--- src/rtl/exec_fetch_gate.sv ---
module exec_fetch_gate #(
  parameter bit       ExecSupport = 1'b1,
  parameter int       EnW         = 4,
  parameter int       FuseW       = 8,
  parameter logic [3:0] EnTrue    = 4'h6,
  parameter logic [3:0] EnFalse   = 4'h9,
  parameter logic [7:0] FuseTrue  = 8'h96
) (
  input  logic             clk,
  input  logic             rst_n,
  input  logic             wr_en,
  input  logic             wr_addr,
  input  logic [EnW-1:0]   wr_data,
  input  logic             rd_addr,
  output logic [EnW-1:0]   rd_data,
  input  logic [FuseW-1:0] fuse_exec,
  input  logic [EnW-1:0]   dbg_en,
  output logic             fetch_ok
);
  localparam logic AddrLock = 1'b0;
  localparam logic AddrEn   = 1'b1;

  logic           lock_q;
  logic [EnW-1:0] en_q;
  logic           fuse_on, reg_on, dbg_on, permit_d;

  assign fuse_on  = (fuse_exec == FuseTrue);
  assign reg_on   = (en_q == EnTrue);
  assign dbg_on   = (dbg_en == EnTrue);
  assign permit_d = ExecSupport && (fuse_on ? reg_on : dbg_on);

  always_ff @(posedge clk or negedge rst_n) begin
    if (!rst_n) begin
      lock_q   <= 1'b1;
      en_q     <= EnFalse;
      fetch_ok <= 1'b0;
    end else begin
      fetch_ok <= permit_d;
      if (wr_en && wr_addr == AddrLock && !wr_data[0]) lock_q <= 1'b0;
      if (wr_en && wr_addr == AddrEn && lock_q) en_q <= wr_data;
    end
  end

  assign rd_data = (rd_addr == AddrEn) ? en_q : {{(EnW-1){1'b0}}, lock_q};

  assert_lock_sticky_R2: assert property (@(posedge clk) disable iff (!rst_n)
    !lock_q |=> !lock_q);

  assert_en_frozen_R3: assert property (@(posedge clk) disable iff (!rst_n)
    !lock_q |=> $stable(en_q));

  assert_fuse_path_R4: assert property (@(posedge clk) disable iff (!rst_n)
    (fuse_exec == FuseTrue && en_q != EnTrue) |=> !fetch_ok);

  assert_dbg_path_R5: assert property (@(posedge clk) disable iff (!rst_n)
    (fuse_exec != FuseTrue && dbg_en != EnTrue) |=> !fetch_ok);

  assert_no_support_R7: assert property (@(posedge clk) disable iff (!rst_n)
    !ExecSupport |-> !fetch_ok);
endmodule

--- config.mk ---
export PLATFORM = sky130hd
export DESIGN_NAME = exec_fetch_gate
export DESIGN_NICKNAME = d
export VERILOG_FILES = /design/src/rtl/exec_fetch_gate.sv
export SDC_FILE = /design/constraint.sdc
export NUM_CORES = 1
export LEC_CHECK = 0
export CELL_PAD_IN_SITES_DETAIL_PLACEMENT = 1
export CELL_PAD_IN_SITES_GLOBAL_PLACEMENT = 2
export CORE_ASPECT_RATIO = 1.25
export CORE_UTILIZATION = 19
export CTS_BUF_LIST = sky130_fd_sc_hd__clkbuf_4
export CTS_CLUSTER_SIZE = 40
export DETAILED_ROUTE_END_ITERATION = 10
export PLACE_DENSITY = 0.9
export RECOVER_POWER = 100
export SYNTH_ARGS = -nofsm -noshare
export SYNTH_HDL_FRONTEND = slang
export SYNTH_SLANG_ARGS = --single-unit
--- constraint.sdc ---
create_clock -name clk -period 2.5 [get_ports clk]
set_clock_uncertainty 0.2 [all_clocks]
set_input_delay 0.375 -clock clk [delete_from_list [all_inputs] [get_ports clk]]
set_output_delay 0.375 -clock clk [all_outputs]
set_load 0.01 [all_outputs]
==> results <==
==> state kept, by name, summed over array words and instances (netlist names) <==
register and cells:
en_q 4, fetch_ok 1, lock_q 1
==> cells in the mapped netlist <==
master    count  area [µm²]
mux2_4        1       15.01
dfstp_2       3       78.83
mux2_2        5       56.30
nor2_1        1       3.750
and2_1        3       18.77
and4bb_1      2       25.02
a21boi_0      1       7.510
nand2_1       1       3.750
nor4bb_1      2       20.02
nand3_1       1       5.000
dfrtp_1       3       75.07
==> metal layers <==
layer / vias to the layer above / wire length [µm] / global-route usage, %
met3: 0 / 48 / 2.844
met1: 132 / 276 / 9.118
met5: - / 0 / 0
met2: 18 / 346 / 12.54
li1: 142 / - / -
met4: 0 / 0 / 8.571
==> cell families (layout without fill, tap and decap cells) <==
group / Yosys count / in the layout / synth area share [%]
AO/OA/AOI/OAI: 1 / 1 / 2.430
AND/OR/NAND/NOR: 10 / 10 / 24.69
multiplexers: 6 / 6 / 23.07
flip-flops: 6 / 6 / 49.80
buffers and inverters: 0 / 29 / 0
==> power by group through the flow <==
stage,logic (µW),registers [µW],clock network (µW)
6_report,35.9,98.1,106
5_1_grt,38.5,97.9,120
4_1_cts,38.2,98.1,112
3_5_place_dp,38.2,99.4,0
3_3_place_gp,37.4,99.4,0
2_1_floorplan,3.46,99.7,0
==> critical path: cells and delay by family <==
kind                   cells  cell delay, ns
buffers and inverters      2            1.00
muxes                      1            0.34
==> final cells by class <==
type | instances | area [µm²]
clock buffer | 4 | 30.03
fill | 162 | 838.3
multi-input combinational | 17 | 151.4
sequential | 6 | 153.9
tap | 17 | 21.27
timing repair buffer | 25 | 250.2
==> worst max path at each step <==
stage / to / slack, ns / depth (start not counted)
2_1_floorplan: rd_data[0] / 1.21 / 1
3_3_place_gp: rd_data[0] / 0.22 / 3
3_5_place_dp: rd_data[0] / 0.20 / 3
4_1_cts: rd_data[0] / 0.20 / 3
5_1_grt: rd_data[0] / 0.18 / 3
6_report: rd_data[0] / 0.21 / 3
==> stage by stage <==
step	cell area [µm²]	util, %	instances	setup WS (ns)
3_3_place_gp	580.6	40.17	65	0.2205
2_1_floorplan	309.0	-	23	1.215
5_1_grt	606.8	41.99	69	0.1829
3_5_place_dp	580.6	40.17	65	0.2050
4_1_cts	610.6	42.25	69	0.2013
6_report	606.8	41.99	69	0.2119
==> impl_metrics.py <==
metrics = {
    "status": {
        "status": "finished, final reports clean",
    },
    "synthesis": {
        "synth-seq-cells": 6,
        "yosysWarnings": 0,
        "ys_seq_area_share_pct": 49.80,
        "synth_area_per_cell_um2": 13.44,
        "syn_nets": 44,
        "synth.distinct_cells": 11,
        "syn_inst": 23,
        "mappedNetlistArea_um2": 309.0,
    },
    "floorplanning": {
        "die_x_um": 38.07,
        "fp-row-count": 15,
        "ios": 26,
        "die-area_um2": 1793,
        "coreArea_um2": 1445,
        "initial_utilization_pct": 21.39,
        "die_h_um": 47.09,
    },
    "place": {
        "place.gp.congestion": 0.6575,
        "port_buffers": 25,
    },
    "power_and_ir_drop": {
        "intPower_uw": 198.4,
        "netSwitchingFraction_pct": 17.43,
        "combPwrFrac_pct": 15.0,
        "p_sw_uw": 41.87,
        "power_density_nw_per_um2": 395.9,
        "power.share.clock_pct": 44.2,
        "sequentialPowerShare_pct": 40.8,
        "leakagePower_uw": 0.0002678,
        "power_uw": 240.2,
        "peakVddDrop_mv": 0.1877,
    },
    "hold_path": {
        "hp-class": "input port to async pin",
    },
    "sta": {
        "tns_ns": 0,
        "relSlewSlack_pct": 81.78,
        "hold_viol_final": 0,
        "setup_violations": 0,
        "fmax_ghz": 0.4371,
        "whs_ns": 0.2379,
        "period_needed_ns": 2.288,
        "final_max_slew_viol_count": 0,
        "fin_crit_sh_pct": 91.52,
        "worst_pin_slew_ns": 0.2725,
        "rsz0062_at_grt": "no",
    },
    "grt": {
        "grt_start_max_net_pins": 7,
        "grt_overflow": 0,
        "track_usage_pct": 8.448,
        "grt_pass1_wl_um": 966,
        "grt_pass1_vias": 254,
        "antenna_found_initial": 0,
    },
    "clock_tree": {
        "clockRootBuffer": "clkbuf_4",
        "cts.clk_slew.worst_paths_ns": 0.05,
        "cts.path.max_buffers": 2,
        "cts-resized-gates": 0,
        "cts.sinks": 6,
        "clock_latency_ns": 0.24,
        "hold_buffers": 0,
        "cts_buffers": 3,
        "postCtsSetupRepairBufs": 0,
        "cts_max_level": 1,
        "cts_tree": "built",
    },
    "setup_path": {
        "r2r_end": "en_q[1]",
        "worstPathMaxFanout": 4,
        "end_kind": "output pin",
        "crit_path_start_kind": "input port",
        "crit_path_top_delay_cell": "clkdlybuf4s50_1",
        "startpoint": "rd_addr",
        "cp_data_required_time_ns": 1.92,
        "reg2regPathDepth": 2,
        "path_cells": "clkdlybuf4s50_1, mux2_2, clkdlybuf4s50_1",
        "r2r-start": "lock_q",
        "slowest_delay_ns": 0.51,
        "rrSetupSlack_ns": 1.18,
        "critPathKind": "input port to output pin",
        "crit_top_cell": "clkdlybuf4s50_1",
        "cp.arrival_ns": 1.71,
    },
    "drt": {
        "drt.antenna.violating_nets": 0,
        "route.detailed.drc": 0,
        "first_pass_iters": 2,
        "vias_per_cell": 4.232,
        "drt_wl_total_um": 670,
        "detail_route.iter0.violations": 2,
        "wire_per_inst_um": 9.710,
        "vias": 292,
    },
    "layout": {
        "mostFrequentLayoutCell": "clkdlybuf4s50_1",
        "antenna_cells": 0,
        "area_growth_syn_to_layout_pct": 96.36,
        "drive_above_1_share_pct": 23.08,
        "final_cell_mix": "18 x clkdlybuf4s50_1, 7 x dlygate4sd3_1, 5 x mux2_2",
        "nets": 74,
    },
    "job": {
        "maxCapViolCount": 0,
    },
}
No activity file was read; power rests on OpenSTA's default activity.
